$ cat src/rtl/msi_pkg.sv
package msi_pkg;

    typedef enum logic [1:0] {
        LN_I = 2'd0,
        LN_S = 2'd1,
        LN_M = 2'd2
    } line_st_e;

    typedef enum logic [1:0] {
        OP_LOAD  = 2'd0,
        OP_STORE = 2'd1,
        OP_EVICT = 2'd2
    } cpu_op_e;

    typedef enum logic [1:0] {
        BC_GETS = 2'd0,
        BC_GETX = 2'd1,
        BC_UPGR = 2'd2,
        BC_PUTX = 2'd3
    } bus_cmd_e;

    typedef enum logic [1:0] {
        RQ_IDLE      = 2'd0,
        RQ_WAIT_GNT  = 2'd1,
        RQ_WAIT_FILL = 2'd2
    } rq_fsm_e;

    typedef struct packed {
        logic     need_bus;
        logic     victim;
        bus_cmd_e cmd;
    } plan_t;

    // Decide what an access needs, given the current state of its line.
    function automatic plan_t plan_access(input cpu_op_e op, input line_st_e st,
                                          input logic tag_hit, input logic upg_en);
        plan_t p;
        p.need_bus = 1'b0;
        p.victim   = 1'b0;
        p.cmd      = BC_GETS;
        case (op)
            OP_LOAD: begin
                if (!tag_hit) begin
                    p.need_bus = 1'b1;
                    if (st == LN_M) begin
                        p.victim = 1'b1;
                        p.cmd    = BC_PUTX;
                    end else begin
                        p.cmd = BC_GETS;
                    end
                end
            end
            OP_STORE: begin
                if (tag_hit && st == LN_S) begin
                    p.need_bus = 1'b1;
                    p.cmd      = upg_en ? BC_UPGR : BC_GETX;
                end else if (!tag_hit) begin
                    p.need_bus = 1'b1;
                    if (st == LN_M) begin
                        p.victim = 1'b1;
                        p.cmd    = BC_PUTX;
                    end else begin
                        p.cmd = BC_GETX;
                    end
                end
            end
            OP_EVICT: begin
                if (tag_hit && st == LN_M) begin
                    p.need_bus = 1'b1;
                    p.cmd      = BC_PUTX;
                end
            end
            default: p.need_bus = 1'b0;
        endcase
        return p;
    endfunction

endpackage

$ cat src/rtl/msi_line_store.sv
module msi_line_store
    import msi_pkg::*;
#(
    parameter int NLINES = 4,
    parameter int TW     = 6,
    parameter int DW     = 16,
    localparam int IW    = $clog2(NLINES)
) (
    input  logic                         clk,
    input  logic                         rst_n,
    // processor-side write port
    input  logic [IW-1:0]                wr_idx,
    input  logic                         wr_st_en,
    input  logic [1:0]                   wr_st,
    input  logic                         wr_tag_en,
    input  logic [TW-1:0]                wr_tag,
    input  logic                         wr_data_en,
    input  logic [DW-1:0]                wr_data,
    // snoop-side state port, wins over the processor port
    input  logic                         sn_en,
    input  logic [IW-1:0]                sn_idx,
    input  logic [1:0]                   sn_st,
    output logic [NLINES-1:0][1:0]       st_o,
    output logic [NLINES-1:0][TW-1:0]    tag_o,
    output logic [NLINES-1:0][DW-1:0]    data_o
);

    typedef struct packed {
        logic [1:0]    st;
        logic [TW-1:0] tag;
        logic [DW-1:0] data;
    } line_t;

    for (genvar g = 0; g < NLINES; g++) begin : g_line
        line_t line_d, line_q;

        always_comb begin
            line_d = line_q;
            if (wr_idx == IW'(g)) begin
                if (wr_st_en)   line_d.st   = wr_st;
                if (wr_tag_en)  line_d.tag  = wr_tag;
                if (wr_data_en) line_d.data = wr_data;
            end
            if (sn_en && sn_idx == IW'(g)) line_d.st = sn_st;
        end

        always_ff @(posedge clk or negedge rst_n) begin
            if (!rst_n) begin
                line_q <= '{st: LN_I, tag: '0, data: '0};
            end else begin
                line_q <= line_d;
            end
        end

        assign st_o[g]   = line_q.st;
        assign tag_o[g]  = line_q.tag;
        assign data_o[g] = line_q.data;
    end

endmodule

$ cat src/rtl/msi_snoop_unit.sv
module msi_snoop_unit
    import msi_pkg::*;
#(
    parameter int AW     = 8,
    parameter int NLINES = 4,
    parameter int DW     = 16,
    localparam int IW    = $clog2(NLINES),
    localparam int TW    = AW - IW
) (
    input  logic                      clk,
    input  logic                      rst_n,
    input  logic                      snp_valid,
    input  logic [1:0]                snp_cmd,
    input  logic [AW-1:0]             snp_addr,
    input  logic [NLINES-1:0][1:0]    st_i,
    input  logic [NLINES-1:0][TW-1:0] tag_i,
    input  logic [NLINES-1:0][DW-1:0] data_i,
    output logic                      upd_en,
    output logic [IW-1:0]             upd_idx,
    output logic [1:0]                upd_st,
    output logic                      snp_supply,
    output logic [DW-1:0]             snp_data
);

    typedef struct packed {
        logic          supply;
        logic [DW-1:0] data;
    } resp_t;

    resp_t resp_d, resp_q;

    logic [TW-1:0] sn_tag;
    line_st_e      sn_cur;
    logic          sn_hit;
    logic          give;

    always_comb begin
        upd_idx = snp_addr[IW-1:0];
        sn_tag  = snp_addr[AW-1:IW];
        sn_cur  = line_st_e'(st_i[upd_idx]);
        sn_hit  = snp_valid && sn_cur != LN_I && tag_i[upd_idx] == sn_tag;
        upd_en  = 1'b0;
        upd_st  = sn_cur;
        give    = 1'b0;
        if (sn_hit) begin
            case (bus_cmd_e'(snp_cmd))
                BC_GETS: begin
                    if (sn_cur == LN_M) begin
                        upd_en = 1'b1;
                        upd_st = LN_S;
                        give   = 1'b1;
                    end
                end
                BC_GETX, BC_UPGR: begin
                    upd_en = 1'b1;
                    upd_st = LN_I;
                    give   = (sn_cur == LN_M);
                end
                default: upd_en = 1'b0;
            endcase
        end
        resp_d.supply = give;
        resp_d.data   = give ? data_i[upd_idx] : '0;
    end

    always_ff @(posedge clk or negedge rst_n) begin
        if (!rst_n) begin
            resp_q <= '0;
        end else begin
            resp_q <= resp_d;
        end
    end

    assign snp_supply = resp_q.supply;
    assign snp_data   = resp_q.data;

endmodule

$ cat src/rtl/msi_req_ctrl.sv
module msi_req_ctrl
    import msi_pkg::*;
#(
    parameter int AW      = 8,
    parameter int NLINES  = 4,
    parameter int DW      = 16,
    parameter bit UPGR_EN = 1'b1,
    localparam int IW     = $clog2(NLINES),
    localparam int TW     = AW - IW
) (
    input  logic                      clk,
    input  logic                      rst_n,
    input  logic                      cpu_req_valid,
    input  logic [1:0]                cpu_req_op,
    input  logic [AW-1:0]             cpu_req_addr,
    input  logic [DW-1:0]             cpu_req_wdata,
    output logic                      cpu_stall,
    output logic                      cpu_done,
    output logic [DW-1:0]             cpu_rdata,
    output logic                      bus_req,
    output logic [1:0]                bus_cmd,
    output logic [AW-1:0]             bus_addr,
    output logic [DW-1:0]             bus_wdata,
    input  logic                      bus_gnt,
    input  logic                      bus_fill_valid,
    input  logic [DW-1:0]             bus_fill_data,
    input  logic [NLINES-1:0][1:0]    st_i,
    input  logic [NLINES-1:0][TW-1:0] tag_i,
    input  logic [NLINES-1:0][DW-1:0] data_i,
    output logic [IW-1:0]             wr_idx,
    output logic                      wr_st_en,
    output logic [1:0]                wr_st,
    output logic                      wr_tag_en,
    output logic [TW-1:0]             wr_tag,
    output logic                      wr_data_en,
    output logic [DW-1:0]             wr_data
);

    typedef struct packed {
        rq_fsm_e       fsm;
        logic [1:0]    op;
        logic [AW-1:0] addr;
        logic [DW-1:0] wdata;
        logic          done;
        logic [DW-1:0] rdata;
    } rq_t;

    rq_t rq_d, rq_q;

    logic [1:0]    sel_op;
    logic [AW-1:0] sel_addr;
    logic [DW-1:0] sel_wdata;
    logic [TW-1:0] acc_tag;
    line_st_e      cur_st;
    logic [DW-1:0] cur_data;
    logic          tag_hit;
    plan_t         plan;
    logic          local_done;

    // decode of the access currently presented or pending
    always_comb begin
        sel_op    = (rq_q.fsm == RQ_IDLE) ? cpu_req_op    : rq_q.op;
        sel_addr  = (rq_q.fsm == RQ_IDLE) ? cpu_req_addr  : rq_q.addr;
        sel_wdata = (rq_q.fsm == RQ_IDLE) ? cpu_req_wdata : rq_q.wdata;
        wr_idx    = sel_addr[IW-1:0];
        acc_tag   = sel_addr[AW-1:IW];
        cur_st    = line_st_e'(st_i[wr_idx]);
        cur_data  = data_i[wr_idx];
        tag_hit   = cur_st != LN_I && tag_i[wr_idx] == acc_tag;
        plan      = plan_access(cpu_op_e'(sel_op), cur_st, tag_hit, UPGR_EN);
        local_done = !plan.need_bus &&
                     ((rq_q.fsm == RQ_IDLE && cpu_req_valid) || rq_q.fsm == RQ_WAIT_GNT);
    end

    // next state and line writes
    always_comb begin
        rq_d       = rq_q;
        rq_d.done  = 1'b0;
        wr_st_en   = 1'b0;
        wr_st      = LN_I;
        wr_tag_en  = 1'b0;
        wr_tag     = acc_tag;
        wr_data_en = 1'b0;
        wr_data    = sel_wdata;

        case (rq_q.fsm)
            RQ_IDLE: begin
                if (cpu_req_valid) begin
                    rq_d.op    = cpu_req_op;
                    rq_d.addr  = cpu_req_addr;
                    rq_d.wdata = cpu_req_wdata;
                    if (plan.need_bus) rq_d.fsm = RQ_WAIT_GNT;
                end
            end
            RQ_WAIT_GNT: begin
                if (!plan.need_bus) begin
                    rq_d.fsm = RQ_IDLE;
                end else if (bus_gnt) begin
                    case (plan.cmd)
                        BC_PUTX: begin
                            wr_st_en = 1'b1;
                            wr_st    = LN_I;
                            if (!plan.victim) begin
                                rq_d.fsm  = RQ_IDLE;
                                rq_d.done = 1'b1;
                            end
                        end
                        BC_UPGR: begin
                            wr_st_en   = 1'b1;
                            wr_st      = LN_M;
                            wr_data_en = 1'b1;
                            rq_d.fsm   = RQ_IDLE;
                            rq_d.done  = 1'b1;
                            rq_d.rdata = sel_wdata;
                        end
                        default: begin
                            wr_st_en  = 1'b1;
                            wr_st     = (plan.cmd == BC_GETS) ? LN_S : LN_M;
                            wr_tag_en = 1'b1;
                            rq_d.fsm  = RQ_WAIT_FILL;
                        end
                    endcase
                end
            end
            RQ_WAIT_FILL: begin
                if (bus_fill_valid) begin
                    wr_data_en = 1'b1;
                    wr_data    = (cpu_op_e'(rq_q.op) == OP_STORE) ? rq_q.wdata : bus_fill_data;
                    rq_d.rdata = wr_data;
                    rq_d.done  = 1'b1;
                    rq_d.fsm   = RQ_IDLE;
                end
            end
            default: rq_d.fsm = RQ_IDLE;
        endcase

        if (local_done) begin
            rq_d.done = 1'b1;
            case (cpu_op_e'(sel_op))
                OP_LOAD:  rq_d.rdata = cur_data;
                OP_STORE: begin
                    wr_data_en = 1'b1;
                    rq_d.rdata = sel_wdata;
                end
                OP_EVICT: begin
                    if (tag_hit) begin
                        wr_st_en = 1'b1;
                        wr_st    = LN_I;
                    end
                end
                default: rq_d.done = 1'b1;
            endcase
        end
    end

    always_ff @(posedge clk or negedge rst_n) begin
        if (!rst_n) begin
            rq_q <= '{fsm: RQ_IDLE, op: '0, addr: '0, wdata: '0, done: 1'b0, rdata: '0};
        end else begin
            rq_q <= rq_d;
        end
    end

    assign cpu_stall = (rq_q.fsm != RQ_IDLE);
    assign cpu_done  = rq_q.done;
    assign cpu_rdata = rq_q.rdata;
    assign bus_req   = (rq_q.fsm == RQ_WAIT_GNT) && plan.need_bus;
    assign bus_cmd   = plan.cmd;
    assign bus_addr  = (plan.cmd == BC_PUTX) ? {tag_i[wr_idx], wr_idx} : sel_addr;
    assign bus_wdata = cur_data;

    AST_BUS_ONLY_STALLED: assert property (@(posedge clk) disable iff (!rst_n)
        bus_req |-> cpu_stall);
    AST_RELEASE_WITH_DONE: assert property (@(posedge clk) disable iff (!rst_n)
        $fell(cpu_stall) |-> cpu_done);
    AST_FILL_NEEDS_READ: assert property (@(posedge clk) disable iff (!rst_n)
        (bus_req && bus_gnt && (bus_cmd == BC_GETS || bus_cmd == BC_GETX)) |=> cpu_stall && !cpu_done);

endmodule

$ cat src/rtl/msi_snoop_ctrl.sv
module msi_snoop_ctrl
    import msi_pkg::*;
#(
    parameter int AW      = 8,
    parameter int NLINES  = 4,
    parameter int DW      = 16,
    parameter bit UPGR_EN = 1'b1
) (
    input  logic          clk,
    input  logic          rst_n,
    input  logic          cpu_req_valid,
    input  logic [1:0]    cpu_req_op,
    input  logic [AW-1:0] cpu_req_addr,
    input  logic [DW-1:0] cpu_req_wdata,
    output logic          cpu_stall,
    output logic          cpu_done,
    output logic [DW-1:0] cpu_rdata,
    output logic          bus_req,
    input  logic          bus_gnt,
    output logic [1:0]    bus_cmd,
    output logic [AW-1:0] bus_addr,
    output logic [DW-1:0] bus_wdata,
    input  logic          bus_fill_valid,
    input  logic [DW-1:0] bus_fill_data,
    input  logic          snp_valid,
    input  logic [1:0]    snp_cmd,
    input  logic [AW-1:0] snp_addr,
    output logic          snp_supply,
    output logic [DW-1:0] snp_data
);

    localparam int IW = $clog2(NLINES);
    localparam int TW = AW - IW;

    logic [NLINES-1:0][1:0]    st_w;
    logic [NLINES-1:0][TW-1:0] tag_w;
    logic [NLINES-1:0][DW-1:0] data_w;

    logic [IW-1:0] wr_idx;
    logic          wr_st_en, wr_tag_en, wr_data_en;
    logic [1:0]    wr_st;
    logic [TW-1:0] wr_tag;
    logic [DW-1:0] wr_data;

    logic          sn_en;
    logic [IW-1:0] sn_idx;
    logic [1:0]    sn_st;

    msi_line_store #(.NLINES(NLINES), .TW(TW), .DW(DW)) i_store (
        .clk, .rst_n,
        .wr_idx, .wr_st_en, .wr_st, .wr_tag_en, .wr_tag, .wr_data_en, .wr_data,
        .sn_en, .sn_idx, .sn_st,
        .st_o(st_w), .tag_o(tag_w), .data_o(data_w)
    );

    msi_snoop_unit #(.AW(AW), .NLINES(NLINES), .DW(DW)) i_snoop (
        .clk, .rst_n, .snp_valid, .snp_cmd, .snp_addr,
        .st_i(st_w), .tag_i(tag_w), .data_i(data_w),
        .upd_en(sn_en), .upd_idx(sn_idx), .upd_st(sn_st),
        .snp_supply, .snp_data
    );

    msi_req_ctrl #(.AW(AW), .NLINES(NLINES), .DW(DW), .UPGR_EN(UPGR_EN)) i_req (
        .clk, .rst_n,
        .cpu_req_valid, .cpu_req_op, .cpu_req_addr, .cpu_req_wdata,
        .cpu_stall, .cpu_done, .cpu_rdata,
        .bus_req, .bus_cmd, .bus_addr, .bus_wdata,
        .bus_gnt, .bus_fill_valid, .bus_fill_data,
        .st_i(st_w), .tag_i(tag_w), .data_i(data_w),
        .wr_idx, .wr_st_en, .wr_st, .wr_tag_en, .wr_tag, .wr_data_en, .wr_data
    );

    // observation helpers for the checks below
    logic [IW-1:0] chk_sidx;
    logic [IW-1:0] chk_bidx;
    logic          chk_smatch;
    assign chk_sidx   = snp_addr[IW-1:0];
    assign chk_bidx   = bus_addr[IW-1:0];
    assign chk_smatch = st_w[chk_sidx] != LN_I && tag_w[chk_sidx] == snp_addr[AW-1:IW];

    AST_ONE_BUS_EVENT: assert property (@(posedge clk) disable iff (!rst_n)
        !(snp_valid && bus_gnt));
    AST_GETS_DEMOTES_OWNER: assert property (@(posedge clk) disable iff (!rst_n)
        (snp_valid && snp_cmd == BC_GETS && chk_smatch && st_w[chk_sidx] == LN_M)
        |=> snp_supply && st_w[$past(chk_sidx)] == LN_S);
    AST_GETX_INVALIDATES: assert property (@(posedge clk) disable iff (!rst_n)
        (snp_valid && snp_cmd == BC_GETX && chk_smatch) |=> st_w[$past(chk_sidx)] == LN_I);
    AST_SUPPLY_NEEDS_OWNER: assert property (@(posedge clk) disable iff (!rst_n)
        snp_supply |-> $past(snp_valid) && $past(st_w[chk_sidx] == LN_M));
    AST_PUTX_FROM_OWNER: assert property (@(posedge clk) disable iff (!rst_n)
        (bus_req && bus_cmd == BC_PUTX) |-> st_w[chk_bidx] == LN_M);
    AST_PUTX_GRANT_CLEARS: assert property (@(posedge clk) disable iff (!rst_n)
        (bus_req && bus_gnt && bus_cmd == BC_PUTX) |=> st_w[$past(chk_bidx)] == LN_I);
    AST_UPGR_FROM_SHARED: assert property (@(posedge clk) disable iff (!rst_n)
        (bus_req && bus_cmd == BC_UPGR) |-> st_w[chk_bidx] == LN_S);
    AST_UPGR_GRANT_OWNS: assert property (@(posedge clk) disable iff (!rst_n)
        (bus_req && bus_gnt && bus_cmd == BC_UPGR) |=> st_w[$past(chk_bidx)] == LN_M && cpu_done);

endmodule

$ cat config.mk
export PLATFORM = sky130hd
export DESIGN_NAME = msi_snoop_ctrl
export DESIGN_NICKNAME = d
export VERILOG_FILES = /design/src/rtl/msi_pkg.sv /design/src/rtl/msi_line_store.sv /design/src/rtl/msi_snoop_unit.sv /design/src/rtl/msi_req_ctrl.sv /design/src/rtl/msi_snoop_ctrl.sv
export SDC_FILE = /design/constraint.sdc
export NUM_CORES = 1
export LEC_CHECK = 0
export CAP_MARGIN = 20
export CORE_MARGIN = 2
export CORE_UTILIZATION = 40
export CTS_CLUSTER_DIAMETER = 100
export DETAILED_ROUTE_END_ITERATION = 12
export PLACE_DENSITY_LB_ADDON = 0.2
export SLEW_MARGIN = 25
export SYNTH_ARGS = -nofsm -noshare
export SYNTH_HDL_FRONTEND = slang
export SYNTH_HIERARCHICAL = 1
export SYNTH_SLANG_ARGS = --single-unit
$ cat constraint.sdc
create_clock -name clk -period 5.3 [get_ports clk]
set_input_delay 1.06 -clock clk [delete_from_list [all_inputs] [get_ports clk]]
set_output_delay 1.06 -clock clk [all_outputs]
set_load 0.005 [all_outputs]
==> metrics.txt <==
measured slew at the worst slew-check pin=924 ps; dpl cells=1,376; Final setup viols=0; clock slew at reported path FFs=70 ps; CTS tree=yes; placer congestion estimate=0.857; IO Count=120; distinct cell type count after synthesis=71; arrival time at the worst endpoint=4130 ps; Final nets=1,145; final cell count without fillers=1,416; Core ar.=24,300 µm²; Rel. slew slack=0.379; maximum clock rate=0.193 GHz; clock sinks=158; Synth-to-Final Area Change=24.4%; top-count cell post-synth=dfrtp_1; Port Buffer Count=119; largest net degree at the start of global routing=82; # fillers=2,229; Post-Synth Adder-Cell Area=0.0101; Max Slew Vio Count=0; initial antenna violation count=0; post-synthesis sequential area ratio=0.399; drt pass-1 iters=4; H-tree depth=4; Post-route DRC=0; GR Overflow Total=0; complex-gate fraction of the synthesized area=0.109; Vias/cell=5.57; Die Ht=161 µm; Tcrit/Tclk final=0.979; Yosys warnings=6; Setup Crit Path Kind=in -> out; global-route wire length before repair=44.4 mm; Site Rows=57; Post-Layout Inst Area=12,300 µm²; max-cap violation count=0; Post-synth top cells=158 x dfrtp_1, 118 x nand2_1, 90 x mux2_2, 61 x mux2i_1, 58 x nor2_1; ys async rst share=1.00; leak pwr=5.53 nW; Post-Syn Instances=943; Area contributors post-synth=dfrtp_1 40%, mux2_2 10%, mux2i_1 6.2%; Synth Flop Type=dfrtp_1; post-synthesis net count=1,009; netlist area before placement=9900 µm²; Worst Path Max Fanout=10; clock period minus worst slack=5190 ps; post-synthesis mux area share=0.261; Finished Core Util=0.507; worst skew pair latency=440 ps; mean post-synth cell area=10.5 µm²; Post-DP HPWL=20.0 mm; CTS Hold Bufs=0; peak supply drop=0.343 mV; via count=7,891; XOR/XNOR Fraction of Synth Area=0.0159; fraction of layout cells with a size suffix above 1=0.263; Post-synth EDFFs=0; First DRT Iteration DRCs=467; Final Power=7.38 mW; Die ar.=26,000 µm²; WL final=28.6 mm; CP endpoint kind=output pin; main combinational cell family by area after synthesis=multiplexers; average wire per standard cell=20.2 µm; die span in x=161 µm; clock root buffer=clkbuf_16; n_diodes=0; Post-Route Skew=13.4 ps; Pwr Density=599 nW/µm²; Simple-Gate Fraction of Synth Area=0.145; Num CTS Buffers=17; critical path data required time=4240 ps; leading area contributor after synthesis=dfrtp_1; FF+latch count, synth=158; Final Hold Viols=0; outcome=complete, no violations; vias in the first global route=7,732; Yosys top cell area share=0.399; HP Class=reg -> reg; Setup crit start kind=input port; Initial Util=0.407; Post-DRT Antenna Nets=0; overall global routing resource usage=0.222; Post-DP Area=11,600 µm²; CTS Buffer Depth=2
==> layout by cell type (no fill, tap or decap), drive strengths merged, types with 28 or more instances in the layout <==
cell and instances:
a21oi 29, buf 76, clkdlybuf4s50 110, dfrtp 158, inv 34, mux2 121, mux2i 62, nand2 120
nor2 59, o21ai 28
==> cell families (layout without fill, tap and decap cells) <==
family	count (synthesis)	in the layout
flops	158	158
fa+ha+maj	8	8
simple gates	295	295
mux	204	204
xor+xnor	18	18
buf+inv	105	254
compound gates	155	155
==> critical path, stage by stage <==
cell and delay [ps]:
dlygate4sd2_1 260, mux2i_4 100, inv_2 70, buf_6 160, mux4_2 550, xnor2_1 150
a221oi_2 200, buf_4 180, buf_4 110, nand4_1 120, and2_4 180, a21oi_2 140
ha_2 210, buf_6 140, buf_4 110, o21ai_0 80, dlygate4sd2_1 290
==> repair_timing <==
action,4_1_cts,5_1_grt
buffers inserted,5,3
gates resized for setup,15,19
setup endpoints to repair,9,7
pin swaps,4,6
==> report_power, final <==
part | total (mW) | internal [mW] | leakage [nW] | switching [mW]
logic | 4.17 | 1.97 | 3.16 | 2.21
clock network | 1.25 | 0.634 | 0.291 | 0.612
registers | 1.96 | 1.61 | 2.08 | 0.349
total | 7.38 | 4.21 | 5.53 | 3.17
==> path summary, 6_finish.rpt <==
path / start / endpoint / slack, ps / cells past startpoint
hold reg to reg: i_req/rq_q[38]$_DFFE_PN0P_ / i_req/rq_q[38]$_DFFE_PN0P_ / 510 / 1
setup / recovery: cpu_req_addr[0] / bus_addr[4] / 110 / 17
min in group asynchronous: rst_n / i_req/cpu_rdata[11]$_DFF_PN0_ / 650 / 1
max in group asynchronous: rst_n / i_store/data_o[26]$_DFFE_PN0P_ / 3590 / 2
hold / removal: i_req/rq_q[38]$_DFFE_PN0P_ / i_req/rq_q[38]$_DFFE_PN0P_ / 510 / 1
setup reg to reg: i_req/rq_q[43]$_DFFE_PN0P_ / i_store/data_o[40]$_DFFE_PN0P_ / 710 / 22
==> per-stage QoR <==
stage	setup WS (ps)	hold slack [ps]	TNS [ps]
final	113	506	0
after global routing	-70.0	528	-210
after CTS	54.5	510	0
after detailed placement	-492	493	-4190
after global placement	-384	487	-2080
after floorplan	173	479	0
==> layer usage <==
| metal | global-route usage | vias to the layer above | wire, µm | share of wire |
|---|---|---|---|---|
| li1 | - | 3670 | - | - |
| met1 | 0.294 | 3940 | 12500 | 0.44 |
| met2 | 0.373 | 248 | 14100 | 0.49 |
| met3 | 0.0344 | 33 | 1340 | 0.047 |
| met4 | 0.0731 | 0 | 628 | 0.022 |
| met5 | 0 | - | 0 | 0 |
==> layout make-up <==
type	count	area (µm²)	share of cell area
repair buffers	193	1780	0.144
flip-flops and latches	158	3950	0.321
multi-input cells	680	5480	0.445
clock inverters	15	168	0.0136
inverters	29	109	0.00884
well taps	324	405	0.0329
clock buffers	17	425	0.0345
==> registers in the layout, indices dropped and copies added, names as in the netlist <==
name,cells
i_req/cpu_done,1
i_req/cpu_rdata,16
i_req/rq_q,28
i_snoop/snp_data,16
i_snoop/snp_supply,1
i_store/data_o,64
i_store/st_o,8
i_store/tag_o,24
No activity file was read; power rests on OpenSTA's default activity.
